<file path="src/rtl/uart_rx_pkg.sv">
package uart_rx_pkg;
  typedef enum logic [1:0] {ST_HUNT, ST_START, ST_DATA, ST_STOP} rx_state_e;

  typedef struct packed {
    logic full;
    logic idle;
    logic ovr;
    logic noise;
    logic frame;
  } rx_flags_t;
endpackage

</file>
<file path="src/rtl/uart_rx_sync.sv">
module uart_rx_sync #(
  parameter int STAGES = 2
) (
  input  logic clk,
  input  logic rst_n,
  input  logic d,
  output logic q
);
  logic [STAGES-1:0] chain;

  generate
    if (STAGES == 1) begin : g_one
      always_ff @(posedge clk or negedge rst_n)
        if (!rst_n) chain <= '1;
        else        chain <= d;
    end else begin : g_many
      always_ff @(posedge clk or negedge rst_n)
        if (!rst_n) chain <= '1;
        else        chain <= {chain[STAGES-2:0], d};
    end
  endgenerate

  assign q = chain[STAGES-1];
endmodule

</file>
<file path="src/rtl/uart_rx_frame.sv">
module uart_rx_frame import uart_rx_pkg::*; #(
  parameter int OSR    = 16,
  parameter int CHAR_W = 9
) (
  input  logic              clk,
  input  logic              rst_n,
  input  logic              rx,
  input  logic              tick,
  input  logic              long_mode,
  output logic              idle_hit,
  output logic              chr_done,
  output logic [CHAR_W-1:0] chr_data,
  output logic              chr_noise,
  output logic              chr_bad
);
  localparam int PW    = $clog2(OSR);
  localparam int BW    = $clog2(CHAR_W + 1);
  localparam int THR_L = (CHAR_W + 2) * OSR;
  localparam int THR_S = (CHAR_W + 1) * OSR;
  localparam int IW    = $clog2(THR_L + 1);
  localparam logic [PW-1:0] PH_A   = PW'(OSR / 2 - 2);
  localparam logic [PW-1:0] PH_C   = PW'(OSR / 2);
  localparam logic [BW-1:0] LAST_L = BW'(CHAR_W - 1);
  localparam logic [BW-1:0] LAST_S = BW'(CHAR_W - 2);

  rx_state_e         state;
  logic [PW-1:0]     phase;
  logic [BW-1:0]     bitno;
  logic [1:0]        votes;
  logic              lvl_q, noise_q;
  logic [CHAR_W-1:0] shreg;
  logic [IW-1:0]     idle_cnt;

  logic [2:0]    trio;
  logic          maj, unan;
  logic [IW-1:0] thr;
  logic [BW-1:0] last_bit;

  always_comb begin
    trio     = {votes, rx};
    maj      = (trio[0] & trio[1]) | (trio[0] & trio[2]) | (trio[1] & trio[2]);
    unan     = (&trio) | ~(|trio);
    thr      = long_mode ? IW'(THR_L) : IW'(THR_S);
    last_bit = long_mode ? LAST_L : LAST_S;
    idle_hit = tick && (state == ST_HUNT) && rx && (idle_cnt == thr - 1'b1);
  end

  always_ff @(posedge clk or negedge rst_n) begin
    if (!rst_n) begin
      state     <= ST_HUNT;
      phase     <= '0;
      bitno     <= '0;
      votes     <= '0;
      lvl_q     <= 1'b1;
      noise_q   <= 1'b0;
      shreg     <= '0;
      idle_cnt  <= '0;
      chr_done  <= 1'b0;
      chr_data  <= '0;
      chr_noise <= 1'b0;
      chr_bad   <= 1'b0;
    end else begin
      chr_done <= 1'b0;
      if (tick) begin
        if (state == ST_HUNT) begin
          lvl_q <= rx;
          if (!rx)                idle_cnt <= '0;
          else if (idle_cnt != thr) idle_cnt <= idle_cnt + 1'b1;
          if (lvl_q && !rx) begin
            state <= ST_START;
            phase <= '0;
          end
        end else begin
          phase <= phase + 1'b1;
          if (phase >= PH_A && phase < PH_C) votes <= {votes[0], rx};
          if (phase == PH_C) begin
            case (state)
              ST_START: begin
                if (maj) begin
                  state <= ST_HUNT;
                  lvl_q <= 1'b1;
                end else begin
                  state   <= ST_DATA;
                  bitno   <= '0;
                  noise_q <= !unan;
                  shreg   <= '0;
                end
              end
              ST_DATA: begin
                shreg[bitno] <= maj;
                noise_q      <= noise_q | !unan;
                bitno        <= bitno + 1'b1;
                if (bitno == last_bit) state <= ST_STOP;
              end
              default: begin
                state     <= ST_HUNT;
                lvl_q     <= rx;
                idle_cnt  <= '0;
                chr_done  <= 1'b1;
                chr_data  <= shreg;
                chr_noise <= noise_q | !unan;
                chr_bad   <= !maj;
              end
            endcase
          end
        end
      end
    end
  end
endmodule

</file>
<file path="src/rtl/uart_rx_flags.sv">
module uart_rx_flags import uart_rx_pkg::*; #(
  parameter int CHAR_W = 9
) (
  input  logic              clk,
  input  logic              rst_n,
  input  logic              chr_done,
  input  logic [CHAR_W-1:0] chr_data,
  input  logic              chr_noise,
  input  logic              chr_bad,
  input  logic              idle_hit,
  input  logic              wake_hold,
  input  logic              stat_rd,
  input  logic              data_rd,
  output logic [CHAR_W-1:0] rdata,
  output rx_flags_t         flags
);
  rx_flags_t flg, nxt, mask;
  logic      armed, load, idle_set;

  always_comb begin
    nxt      = data_rd ? rx_flags_t'(flg & ~mask) : flg;
    load     = chr_done && !flg.full && !flg.ovr;
    idle_set = idle_hit && armed && !wake_hold;
    if (load) begin
      nxt.full  = 1'b1;
      nxt.noise = nxt.noise | chr_noise;
      nxt.frame = nxt.frame | chr_bad;
    end else if (chr_done && flg.full) begin
      nxt.ovr = 1'b1;
    end
    if (idle_set) nxt.idle = 1'b1;
  end

  always_ff @(posedge clk or negedge rst_n) begin
    if (!rst_n) begin
      flg   <= '0;
      mask  <= '0;
      armed <= 1'b0;
      rdata <= '0;
    end else begin
      flg <= nxt;
      if (load) rdata <= chr_data;
      if (load)          armed <= 1'b1;
      else if (idle_set) armed <= 1'b0;
      if (stat_rd)      mask <= flg;
      else if (data_rd) mask <= '0;
    end
  end

  assign flags = flg;
endmodule

</file>
<file path="src/rtl/uart_rx_status.sv">
module uart_rx_status import uart_rx_pkg::*; #(
  parameter int OSR         = 16,
  parameter int CHAR_W      = 9,
  parameter int SYNC_STAGES = 2
) (
  input  logic              clk,
  input  logic              rst_n,
  input  logic              rxd,
  input  logic              tick16,
  input  logic              long_mode,
  input  logic              wake_hold,
  input  logic              stat_rd,
  input  logic              data_rd,
  output logic [CHAR_W-1:0] rdata,
  output logic              f_full,
  output logic              f_idle,
  output logic              f_overrun,
  output logic              f_noise,
  output logic              f_frame
);
  logic              rx_s, idle_hit, chr_done, chr_noise, chr_bad;
  logic [CHAR_W-1:0] chr_data;
  rx_flags_t         flags;

  uart_rx_sync #(.STAGES(SYNC_STAGES)) u_sync (
    .clk(clk), .rst_n(rst_n), .d(rxd), .q(rx_s)
  );

  uart_rx_frame #(.OSR(OSR), .CHAR_W(CHAR_W)) u_frame (
    .clk(clk), .rst_n(rst_n), .rx(rx_s), .tick(tick16), .long_mode(long_mode),
    .idle_hit(idle_hit), .chr_done(chr_done), .chr_data(chr_data),
    .chr_noise(chr_noise), .chr_bad(chr_bad)
  );

  uart_rx_flags #(.CHAR_W(CHAR_W)) u_flags (
    .clk(clk), .rst_n(rst_n), .chr_done(chr_done), .chr_data(chr_data),
    .chr_noise(chr_noise), .chr_bad(chr_bad), .idle_hit(idle_hit),
    .wake_hold(wake_hold), .stat_rd(stat_rd), .data_rd(data_rd),
    .rdata(rdata), .flags(flags)
  );

  assign f_full    = flags.full;
  assign f_idle    = flags.idle;
  assign f_overrun = flags.ovr;
  assign f_noise   = flags.noise;
  assign f_frame   = flags.frame;
endmodule

</file>
<file path="config.mk">
export PLATFORM = sky130hd
export DESIGN_NAME = uart_rx_status
export DESIGN_NICKNAME = d
export VERILOG_FILES = /design/src/rtl/uart_rx_pkg.sv /design/src/rtl/uart_rx_sync.sv /design/src/rtl/uart_rx_frame.sv /design/src/rtl/uart_rx_flags.sv /design/src/rtl/uart_rx_status.sv
export SDC_FILE = /design/constraint.sdc
export NUM_CORES = 1
export LEC_CHECK = 0
export BUFFER_PORTS_ARGS = -buffer_cell sky130_fd_sc_hd__clkbuf_2
export CAP_MARGIN = 20
export CORE_MARGIN = 3
export CORE_UTILIZATION = 40
export DETAILED_ROUTE_END_ITERATION = 6
export HOLD_SLACK_MARGIN = 0.03
export MAX_ROUTING_LAYER = met4
export PLACE_DENSITY = 0.62
export SETUP_SLACK_MARGIN = 0.15
export SKIP_LAST_GASP = 1
export SLEW_MARGIN = 20
export SYNTH_ARGS = -nofsm -noshare
export SYNTH_HDL_FRONTEND = slang
export SYNTH_SLANG_ARGS = --single-unit
</file>
<file path="constraint.sdc">
create_clock -name clk -period 2.2 [get_ports clk]
set_input_delay 0.33 -clock clk [delete_from_list [all_inputs] [get_ports clk]]
set_output_delay 0.33 -clock clk [all_outputs]
set_load 0.02 [all_outputs]
</file>
==> results of run 1 <==
==> routing by layer <==
layer / track usage / up-vias
met5: - / -
met1: 0.199 / 1100
met3: 0.0382 / 6
met2: 0.226 / 43
met4: 0.0577 / 0
li1: - / 1114
==> sequential cells by signal (all words and copies together) (netlist names) <==
register           flops
u_frame.state          2
u_frame.chr_done       1
u_sync.chain           2
u_flags.mask           5
u_frame.bitno          4
u_flags.armed          1
u_frame.chr_data       9
u_frame.votes          2
u_frame.chr_bad        1
u_frame.shreg          9
u_frame.lvl_q          1
u_frame.noise_q        1
u_frame.chr_noise      1
u_frame.idle_cnt       8
u_flags.rdata          9
u_flags.flags          5
u_frame.phase          4
==> what timing repair did <==
item / 4_1_cts / 5_1_grt
gates resized for setup: 0 / 3
hold buffers: 1 / 0
endpoints found under the hold margin: 62 / 0
setup endpoints to repair: 0 / 13
buffers inserted: 0 / 3
==> per-stage QoR <==
stage / instances / utilization
global route: 426 / 0.494
finish: 426 / 0.494
detailed placement: 406 / 0.458
floorplan: 288 / -
global placement: 406 / 0.458
CTS: 423 / 0.490
==> power by group <==
part	total (W)	internal, W	switching, W	leakage [nW]
registers	0.00169	0.00145	0.000248	0.850
logic	0.00118	0.000516	0.000666	0.757
clock network	0.00115	0.000673	0.000480	0.113
==> Yosys cell counts (2+ instances only) <==
cell | number | area share
a21oi_1 | 6 | 0.0095
nor2b_1 | 4 | 0.0079
a21o_1 | 2 | 0.0048
nand3_1 | 11 | 0.017
clkbuf_1 | 8 | 0.0095
nand4_1 | 3 | 0.0060
o21ai_1 | 3 | 0.0048
mux2_2 | 20 | 0.072
nand3b_1 | 2 | 0.0048
and2_1 | 2 | 0.0040
a22o_1 | 8 | 0.022
inv_1 | 16 | 0.019
o31ai_1 | 10 | 0.024
nand2b_1 | 5 | 0.0099
dfstp_2 | 3 | 0.025
nand4b_1 | 3 | 0.0083
nand2_1 | 23 | 0.027
ha_1 | 14 | 0.056
mux2i_1 | 3 | 0.0095
o21ai_0 | 26 | 0.041
dfrtp_1 | 62 | 0.49
a41oi_1 | 2 | 0.0056
nor3_1 | 6 | 0.0095
and3_1 | 4 | 0.0079
a21boi_0 | 8 | 0.019
nor3b_1 | 2 | 0.0048
nor2_1 | 8 | 0.0095
==> path summary, 6_finish.rpt <==
path                       slack (ns)                              end
setup reg to reg                 0.23  u_frame.idle_cnt[6]$_DFFE_PN0P_
max in group asynchronous        1.35        u_frame.lvl_q$_DFFE_PN1P_
min in group asynchronous        0.54  u_frame.idle_cnt[1]$_DFFE_PN0P_
hold reg to reg                  0.36        u_sync.chain[1]$_DFF_PN1_
hold / removal                   0.06        u_sync.chain[0]$_DFF_PN1_
setup / recovery                 0.23  u_frame.idle_cnt[6]$_DFFE_PN0P_
==> cell type report <==
type | count | area [um^2] | share of cell area
clock inverter | 6 | 90.1 | 0.0245
sequential | 65 | 1630 | 0.443
tap | 99 | 124 | 0.0337
timing repair buffer | 34 | 218 | 0.0592
clock buffer | 10 | 138 | 0.0374
multi-input combinational | 196 | 1420 | 0.386
inverter | 16 | 60.1 | 0.0163
==> worst max-delay path, cell delays in order, from the launching register on <==
cell and delay (ns):
dfrtp_1 0.40, inv_1 0.10, ha_1 0.22, buf_4 0.17, nand4b_1 0.14, o31a_1 0.28, nand3_2 0.18, o41ai_1 0.38
==> layout by cell type, fill, tap and decap left out, types with 4 or more instances in the layout <==
cell and n:
nor3_1 6, and3_1 4, a21boi_0 8, o21ai_0 25, nand2_1 23, nor2b_1 4
buf_4 11, nor2_1 8, clkbuf_2 20, ha_1 14, nand3_1 10, mux2_2 20
a22o_1 8, nand2b_1 4, dfrtp_1 62, inv_1 16, clkbuf_8 10, o21ai_1 4
a21oi_1 6, o31ai_1 10
==> cells by family after synthesis <==
| kind of cell | count (synthesis) |
|---|---|
| AO/OA/AOI/OAI | 79 |
| XOR/XNOR | 1 |
| adder cells (fa/ha/maj) | 15 |
| buffers and inverters | 27 |
| flip-flops | 65 |
| multiplexers | 23 |
| AND/OR/NAND/NOR | 78 |
==> metrics.log, run 1 <==
INFO  metric timing.hold.worst.start = rxd
INFO  metric postSynthRegisterBits = 65
INFO  metric h-tree-depth = 3
INFO  metric track_usage = 0.152
INFO  metric clkSinkCount = 65
INFO  metric final.fill_count = 690
INFO  metric max_slew_margin = 0.670
INFO  metric post-route-drc-count = 0
INFO  metric wl_met1 = 3120 um
INFO  metric compound_cell_area_share_of_the_yosys_netlist = 0.171
INFO  metric rr_startpoint = u_frame.state[0]$_DFFE_PN0P_
INFO  metric synth_top_family_by_area = compound AO/OA/AOI/OAI gates
INFO  metric total_core_area = 0.00745 mm^2
INFO  metric design.die.area = 0.00897 mm^2
INFO  metric diodes = 0
INFO  metric timing.critical_path.required = 2.43 ns
INFO  metric design_power_total = 0.00403 W
INFO  metric finalCritPeriodShare = 0.897
INFO  metric dpl.hpwl = 4210 um
INFO  metric timing.final.setup_violations = 0
INFO  metric finalHoldViolCount = 0
INFO  metric ios = 22
INFO  metric ir_worst_vdd = 390 uV
INFO  metric antenna_nets_post_route = 0
INFO  metric clk_pin_slew = 0.08 ns
INFO  metric floorplan.die.height = 94.7 um
INFO  metric route.met3.wl = 226 um
INFO  metric detailed_place.area = 0.00341 mm^2
INFO  metric dr.first_iter.drc_count = 82
INFO  metric crit_start = u_frame.state[0]$_DFFE_PN0P_
INFO  metric worst_slack = 0.227 ns
INFO  metric number_of_global_route_vias_before_repair = 2196
INFO  metric worst-endpoint-arrival = 2.21 ns
INFO  metric worst_clock_skew = 0.00827 ns
INFO  metric grt_pass1_wl = 10400 um
INFO  metric fp.dieW = 94.7 um
INFO  metric port_buffer_cells = 21
INFO  metric synth.yosys.warnings = 0
INFO  metric num-nets-final = 344
INFO  metric static-leakage-power = 1.72 nW
INFO  metric synthMuxAreaShare = 0.0811
INFO  metric stdcell_area = 0.00368 mm^2
INFO  metric routed_wire_length = 6150 um
INFO  metric final-max-slew-violation-count = 0
INFO  metric antenna_found_initial = 0
INFO  metric largest_net_degree_at_the_start_of_global_routing = 66
INFO  metric worst-path-max-fanout = 11
INFO  metric holdPathStages = 1
INFO  metric total_congestion_overflow_after_global_routing = 0
INFO  metric number_of_synthesized_flops_with_an_enable_pin = 0
INFO  metric syn2layout_area_growth = 16.9%
INFO  metric post_synth_and_or_nand_nor_area_fraction = 0.133
INFO  metric initial_utilization = 0.423
INFO  metric highest_layer = met4
INFO  metric worst_path_class_setup = reg2reg
INFO  metric fin_worst_hold_slack = 0.0607 ns
INFO  metric syn-instance-count = 288
INFO  metric synth.cell_area = 0.00315 mm^2
INFO  metric drt_pass1_iterations = 4
INFO  metric synth_async_sr_flop_share = 1.00
INFO  metric post_route_cells_drive_above_1_share = 0.242
INFO  metric timing.critical_path.from_type = flop
INFO  metric cts-root-to-sink-buffers = 2
INFO  metric powerDensity = 1090 mW/mm^2
INFO  metric synthXorXnorAreaFrac = 0.00278
INFO  metric syn_area_per_cell = 10.9 um^2
INFO  metric top_ff_cell_synth = dfrtp_1
INFO  metric setup-tns-final = 0 ns
INFO  metric cts_tree = built
INFO  metric synth_fp_nets = 310
INFO  metric timing_worst_slew_pin_value = 0.495 ns
INFO  metric worst_setup_ep_type = flop
INFO  metric max_clock_freq = 507 MHz
INFO  metric rsz0062_at_grt = true
INFO  metric placement.setup.worst_slack = 0.172 ns
INFO  metric routedWlPerCell = 14.4 um
INFO  metric hp-class = in2reg
INFO  metric clk_latency = 0.34 ns
INFO  metric clk_root_buffer_cell = clkbuf_8
INFO  metric timing.final.crit_period = 1.97 ns
INFO  metric placementRows = 31
INFO  metric yosys.area_share.adder = 0.0592
INFO  metric vias = 2263
INFO  metric vias_per_cell = 5.31
INFO  metric ys_types = 51
INFO  metric cts_inserted_buffers = 9
INFO  metric routability_congestion = 0.787
INFO  metric routed-wl-met2 = 2730 um
INFO  metric ys_seq_area_frac = 0.518
INFO  metric run_status = complete, no violations
INFO  metric r2r_cells = 7
INFO  metric maxCapViolCount = 0
Note: power is estimated with default switching activity, not from simulation.
==> run 2, diff against run 1 <==
CORE_UTILIZATION = 35   (was 40)
PLACE_DENSITY = 0.56   (was 0.62)
RECOVER_POWER = 50   (was unset)
==> metrics.log, run 2 (synthesized netlist as in run 1, its figures left out) <==
INFO  metric dr.first_iter.drc_count = 144 (+76%)
INFO  metric setup-tns-final = 0 ns (unchanged)
INFO  metric placementRows = 33 (+6.5%)
INFO  metric design.die.area = 0.0102 mm^2 (+13%)
INFO  metric fin_worst_hold_slack = 0.0659 ns (+0.00521 ns)
INFO  metric routedWlPerCell = 14.2 um (-1.8%)
INFO  metric antenna_found_initial = 0 (unchanged)
INFO  metric static-leakage-power = 1.73 nW (+0.87%)
INFO  metric drt_pass1_iterations = 4 (unchanged)
INFO  metric comb_power_share = 0.309 (+0.016)
INFO  metric timing.critical_path.required = 2.48 ns (+0.05 ns)
INFO  metric clk_root_buffer_cell = clkbuf_8
INFO  metric cp_slowest_stage_delay = 0.50 ns (+0.10 ns)
INFO  metric number_of_global_route_vias_before_repair = 2162 (-1.5%)
INFO  metric final-max-slew-violation-count = 0 (unchanged)
INFO  metric worst-endpoint-arrival = 2.25 ns (+0.04 ns)
INFO  metric worst_path_class_setup = reg2reg
INFO  metric routability_congestion = 0.793 (+0.75%)
INFO  metric cts_inserted_buffers = 9 (unchanged)
INFO  metric floorplan.die.height = 101 um (+6.5%)
INFO  metric clkSinkCount = 65 (unchanged)
INFO  metric clk_latency = 0.34 ns (about the same)
INFO  metric final_core_utilization = 0.438 (-0.0564)
INFO  metric worst_clock_skew = 0.0103 ns (+0.00203 ns)
INFO  metric dpl.hpwl = 4190 um (-0.63%)
INFO  metric num-nets-final = 348 (+1.2%)
INFO  metric post-route-drc-count = 0 (unchanged)
INFO  metric cts-root-to-sink-buffers = 2 (unchanged)
INFO  metric maxCapViolCount = 0 (unchanged)
INFO  metric switching_share = 0.363 (+0.0172)
INFO  metric total_core_area = 0.00846 mm^2 (+14%)
INFO  metric routed_wire_length = 6180 um (+0.49%)
INFO  metric max_clock_freq = 508 MHz (+0.14%)
INFO  metric finalHoldViolCount = 0 (unchanged)
INFO  metric ir_worst_vdd = 433 uV (+11%)
INFO  metric grt_pass1_wl = 10500 um (+1.5%)
INFO  metric track_usage = 0.134 (-0.0179)
INFO  metric worstPathCellList = buf_4, buf_4, ha_1, a2111o_1, or4b_1, nand3_1
INFO  metric max_slew_margin = 0.412 (-0.258)
INFO  metric initial_utilization = 0.372 (-0.0508)
INFO  metric timing.final.crit_period = 1.97 ns (-0.00274 ns)
INFO  metric worst-path-max-fanout = 4 (-7)
INFO  metric syn2layout_area_growth = 17.7%
INFO  metric worst_setup_ep_type = flop
INFO  metric timing_worst_slew_pin_value = 0.881 ns (+0.386 ns)
INFO  metric cell_internal_pwr = 0.00251 W (-4.6%)
INFO  metric power.share.clock = 0.263 (-0.023)
INFO  metric cp_dominant_cell_by_count = buf_4
INFO  metric run_status = complete, no violations
INFO  metric most_common_library_cell_in_the_layout_ignoring_fill_and_taps = dfrtp_1
INFO  metric pwr-share-seq = 0.429 (+0.009)
INFO  metric clk_pin_slew = 0.08 ns (about the same)
INFO  metric largest_net_degree_at_the_start_of_global_routing = 66 (unchanged)
INFO  metric total_congestion_overflow_after_global_routing = 0 (unchanged)
INFO  metric diodes = 0 (unchanged)
INFO  metric fp.dieW = 101 um (+6.5%)
INFO  metric vias_per_cell = 5.17 (-2.7%)
INFO  metric timing.critical_path.from_type = flop
INFO  metric switching_power = 0.00143 W (+2.9%)
INFO  metric cts_tree = built
INFO  metric vias = 2253 (-0.44%)
INFO  metric rsz0062_at_grt = false
INFO  metric powerDensity = 1070 mW/mm^2 (-2.7%)
INFO  metric finalCritPeriodShare = 0.896 (-0.00124)
INFO  metric antenna_nets_post_route = 0 (unchanged)
INFO  metric ios = 22 (unchanged)
INFO  metric hp-class = in2reg
INFO  metric final.fill_count = 790 (+14%)
INFO  metric top_library_cells_by_usage_in_the_layout_fill_and_taps_aside = dfrtp_1 (62), o21ai_0 (26), nand2_1 (23)
INFO  metric layout_top_registers = u_flags.rdata (9), u_frame.chr_data (9), u_frame.shreg (9)
INFO  metric library_cell_contributing_the_largest_single_delay_on_the_critical_path = or4b_1
INFO  metric post_route_cells_drive_above_1_share = 0.263 (+0.0212)
INFO  metric timing.final.setup_violations = 0 (unchanged)
INFO  metric h-tree-depth = 3 (unchanged)
INFO  metric port_buffer_cells = 21 (unchanged)
[run 2: metal layers]
metal / wire length, um / global-route usage / vias to the layer above
met3: 240 / 0.0367 / 7
met1: 3150 / 0.184 / 1073
met2: 2740 / 0.189 / 42
met5: 0 / - / -
li1: - / - / 1131
met4: 59 / 0.0477 / 0
[run 2: metrics by stage]
| stage | cells | area [um^2] | setup WS [ns] | power (W) |
|---|---|---|---|---|
| floorplan | 288 | 3150 | 0.212 | 0.00247 |
| global placement | 414 | 3430 | 0.241 | 0.00285 |
| detailed placement | 414 | 3430 | 0.146 | 0.00285 |
| CTS | 431 | 3650 | 0.190 | 0.00392 |
| global route | 436 | 3700 | 0.149 | 0.00424 |
| finish | 436 | 3700 | 0.230 | 0.00395 |
[run 2: worst paths after layout]
check	startpoint	end	slack (ns)	cells past startpoint
setup / recovery	u_frame.state[0]$_DFFE_PN0P_	u_frame.bitno[3]$_DFFE_PN0P_	0.23	6
hold / removal	rxd	u_sync.chain[0]$_DFF_PN1_	0.07	1
setup reg to reg	u_frame.state[0]$_DFFE_PN0P_	u_frame.bitno[3]$_DFFE_PN0P_	0.23	6
hold reg to reg	u_sync.chain[0]$_DFF_PN1_	u_sync.chain[1]$_DFF_PN1_	0.37	0
max in group asynchronous	rst_n	u_frame.idle_cnt[6]$_DFFE_PN0P_	0.87	3
min in group asynchronous	rst_n	u_flags.rdata[6]$_DFFE_PN0P_	0.77	3
[run 2: power groups by stage]
stage               Clock [W]  Sequential (W)  Combinational [W]
floorplan                   0         0.00169           0.000781
global placement            0         0.00171            0.00114
detailed placement          0         0.00171            0.00113
CTS                   0.00108         0.00169            0.00115
global route          0.00113         0.00173            0.00139
finish                0.00104         0.00169            0.00122
[run 2: worst max-delay path, delay by kind of cell, from the launching register on]
family	cells	cell delay, ns
adder cells (fa/ha/maj)	1	0.25
buffers and inverters	2	0.27
flip-flops	1	0.40
AO/OA/AOI/OAI	1	0.40
AND/OR/NAND/NOR	2	0.59
[run 2: cell type report]
cell class	count	area (um^2)	area share
timing repair buffer	38	235	0.0635
sequential	65	1630	0.440
clock inverter	7	77.6	0.0209
inverter	16	60.1	0.0162
multi-input combinational	196	1450	0.390
clock buffer	9	124	0.0334
tap	105	131	0.0355
[run 2: timing repair]
action | CTS | global route
hold buffers | 1 | 0
gates resized for setup | 1 | 6
hold endpoints to repair | 62 | 0
buffers inserted | 0 | 5
gates cloned | 0 | 0
setup endpoints to repair | 1 | 14
pin swaps | 0 | 1
==> run 3, diff against run 2 <==
CELL_PAD_IN_SITES_DETAIL_PLACEMENT = 2   (was unset)
CELL_PAD_IN_SITES_GLOBAL_PLACEMENT = 2   (was unset)
PLACE_DENSITY = 0.76   (was 0.56)
clock period = 2.3 ns   (was 2.2 ns; I/O delays follow)
==> metrics.log, run 3 (synthesized netlist as in run 1, its figures left out) <==
INFO  metric run_status = complete, no violations
INFO  metric antenna_found_initial = 0 (unchanged)
INFO  metric powerDensity = 1050 mW/mm^2 (-1.5%)
INFO  metric grt_pass1_wl = 13500 um (+28%)
INFO  metric initial_utilization = 0.372 (unchanged)
INFO  metric ir_worst_vdd = 364 uV (-16%)
INFO  metric finalCritPeriodShare = 0.906 (+0.0104)
INFO  metric total_core_area = 0.00846 mm^2 (unchanged)
INFO  metric pwr-share-seq = 0.426 (-0.003)
INFO  metric final-max-slew-violation-count = 0 (unchanged)
INFO  metric worst-path-max-fanout = 8 (+4)
INFO  metric routedWlPerCell = 18.3 um (+29%)
INFO  metric track_usage = 0.176 (+0.0422)
INFO  metric design_power_total = 0.00383 W (-3.0%)
INFO  metric port_buffer_cells = 21 (unchanged)
INFO  metric dr.first_iter.drc_count = 102 (-29%)
INFO  metric finalHoldViolCount = 0 (unchanged)
INFO  metric most_common_library_cell_in_the_layout_ignoring_fill_and_taps = dfrtp_1
INFO  metric total_congestion_overflow_after_global_routing = 0 (unchanged)
INFO  metric placementRows = 33 (unchanged)
INFO  metric seq_area = 0.00163 mm^2 (unchanged)
INFO  metric timing_worst_slew_pin_value = 0.954 ns (+0.0724 ns)
INFO  metric syn2layout_area_growth = 15.9%
INFO  metric worst_path_class_setup = reg2reg
INFO  metric top_library_cells_by_usage_in_the_layout_fill_and_taps_aside = dfrtp_1 (62), o21ai_0 (25), nand2_1 (23)
INFO  metric fp.dieW = 101 um (unchanged)
INFO  metric cts_tree = built
INFO  metric timing.critical_path.from_type = flop
INFO  metric antenna_nets_post_route = 0 (unchanged)
INFO  metric max_slew_margin = 0.364 (-0.0483)
INFO  metric cts-root-to-sink-buffers = 2 (unchanged)
INFO  metric timing.final.crit_period = 2.08 ns (+0.113 ns)
INFO  metric wl_met1 = 3580 um (+14%)
INFO  metric setup-tns-final = 0 ns (unchanged)
INFO  metric max_clock_freq = 480 MHz (-5.4%)
INFO  metric worst-endpoint-arrival = 2.31 ns (+0.06 ns)
INFO  metric num-nets-final = 346 (-0.57%)
INFO  metric worst_slack = 0.216 ns (-0.0135 ns)
INFO  metric vias_per_cell = 5.44 (+5.3%)
INFO  metric floorplan.die.height = 101 um (unchanged)
INFO  metric vias = 2362 (+4.8%)
INFO  metric clk_root_buffer_cell = clkbuf_8
INFO  metric diodes = 0 (unchanged)
INFO  metric fin_worst_hold_slack = 0.0855 ns (+0.0197 ns)
INFO  metric placed_cells_incl_taps = 413 (-0.24%)
INFO  metric clkSinkCount = 65 (unchanged)
INFO  metric route.met3.wl = 193 um (-20%)
INFO  metric comb_power_share = 0.327 (+0.018)
INFO  metric routed-wl-met2 = 4060 um (+48%)
INFO  metric post-route-drc-count = 0 (unchanged)
INFO  metric static-leakage-power = 1.70 nW (-2.2%)
INFO  metric largest_net_degree_at_the_start_of_global_routing = 39 (-41%)
INFO  metric final.fill_count = 872 (+10%)
INFO  metric highest_layer = met4
INFO  metric h-tree-depth = 3 (unchanged)
INFO  metric cts_inserted_buffers = 9 (unchanged)
INFO  metric maxCapViolCount = 0 (unchanged)
INFO  metric design.die.area = 0.0102 mm^2 (unchanged)
INFO  metric routability_congestion = 0.823 (+3.9%)
INFO  metric cell_internal_pwr = 0.00241 W (-4.1%)
INFO  metric post_route_cells_drive_above_1_share = 0.243 (-0.0197)
INFO  metric worst_clock_skew = 0.00820 ns (-0.00210 ns)
INFO  metric worst_setup_ep_type = flop
INFO  metric placement.setup.worst_slack = 0.142 ns (-0.00390 ns)
INFO  metric timing.final.setup_violations = 0 (unchanged)
INFO  metric switching_power = 0.00142 W (-1.1%)
INFO  metric layout_top_registers = u_flags.rdata (9), u_frame.chr_data (9), u_frame.shreg (9)
INFO  metric timing.critical_path.required = 2.53 ns (+0.05 ns)
INFO  metric number_of_global_route_vias_before_repair = 2606 (+21%)
INFO  metric drt_pass1_iterations = 4 (unchanged)
INFO  metric finish.cell_count_without_fillers = 434 (-0.46%)
INFO  metric hp-class = in2reg
INFO  metric power.share.clock = 0.247 (-0.016)
INFO  metric clk_pin_slew = 0.07 ns (about the same)
INFO  metric ios = 22 (unchanged)
INFO  metric clk_latency = 0.34 ns (about the same)
INFO  metric routed_wire_length = 7940 um (+28%)
INFO  metric rsz0062_at_grt = false
INFO  metric switching_share = 0.370 (+0.00716)
INFO  metric dpl.hpwl = 5680 um (+36%)
INFO  metric multi_input_comb_area = 0.00142 mm^2 (-1.6%)
run 3: cell count changes in the layout (fill, tap and decap cells not counted), sizes merged:
| cell | delta |
|---|---|
| buf | -3 |
| clkbuf | +2 |
| inv | -2 |
| clkinvlp | +1 |
run 3: cell type report:
| class | count | share of cell area |
|---|---|---|
| clock buffers | 10 | 0.0350 |
| flip-flops and latches | 65 | 0.447 |
| multi-input cells | 196 | 0.390 |
| repair buffers | 36 | 0.0593 |
| inverters | 16 | 0.0165 |
| clock inverters | 6 | 0.0165 |
| well taps | 105 | 0.0360 |
run 3: what timing repair did:
item / in CTS / in global routing
hold endpoints to repair: 27 / 0
setup endpoints to repair: 3 / 7
hold buffers: 1 / 0
gates cloned: 0 / 0
buffers inserted: 0 / 4
resized for setup: 3 / 2
pin swaps: 0 / 1
run 3: worst paths after layout:
check | depth (start not counted) | slack [ns] | from | endpoint
setup / recovery | 6 | 0.22 | u_frame.state[1]$_DFFE_PN0P_ | u_flags.armed$_DFFE_PN0P_
hold / removal | 1 | 0.09 | rxd | u_sync.chain[0]$_DFF_PN1_
setup reg to reg | 6 | 0.22 | u_frame.state[1]$_DFFE_PN0P_ | u_flags.armed$_DFFE_PN0P_
hold reg to reg | 0 | 0.36 | u_sync.chain[0]$_DFF_PN1_ | u_sync.chain[1]$_DFF_PN1_
max in group asynchronous | 3 | 0.87 | rst_n | u_frame.phase[1]$_DFFE_PN0P_
min in group asynchronous | 3 | 0.60 | rst_n | u_flags.rdata[6]$_DFFE_PN0P_
run 3: worst max-delay path: stages, from the launching register on:
cell      delay [ns]
dfrtp_1         0.44
inv_1           0.15
ha_2            0.28
nand4b_1        0.17
a211oi_1        0.51
nand4b_1        0.20
a21o_1          0.22
run 3: power groups by stage:
| stage | Combinational, W | Clock [W] | Sequential (W) |
|---|---|---|---|
| CTS | 0.00119 | 0.000989 | 0.00164 |
| global placement | 0.00110 | 0 | 0.00164 |
| global route | 0.00143 | 0.00103 | 0.00167 |
| floorplan | 0.000747 | 0 | 0.00162 |
| finish | 0.00125 | 0.000947 | 0.00163 |
| detailed placement | 0.00116 | 0 | 0.00166 |
run 3: stage by stage:
step,instance area [um^2],util
after global placement,3410,0.403
after detailed placement,3410,0.403
after global routing,3650,0.431
after CTS,3620,0.428
final,3650,0.431
after floorplan,3150,-
run 3: metal layers:
| layer | up-vias | global-route usage |
|---|---|---|
| met4 | 0 | 0.0591 |
| met2 | 27 | 0.300 |
| met3 | 10 | 0.0381 |
| li1 | 1115 | - |
| met1 | 1210 | 0.205 |
| met5 | - | - |
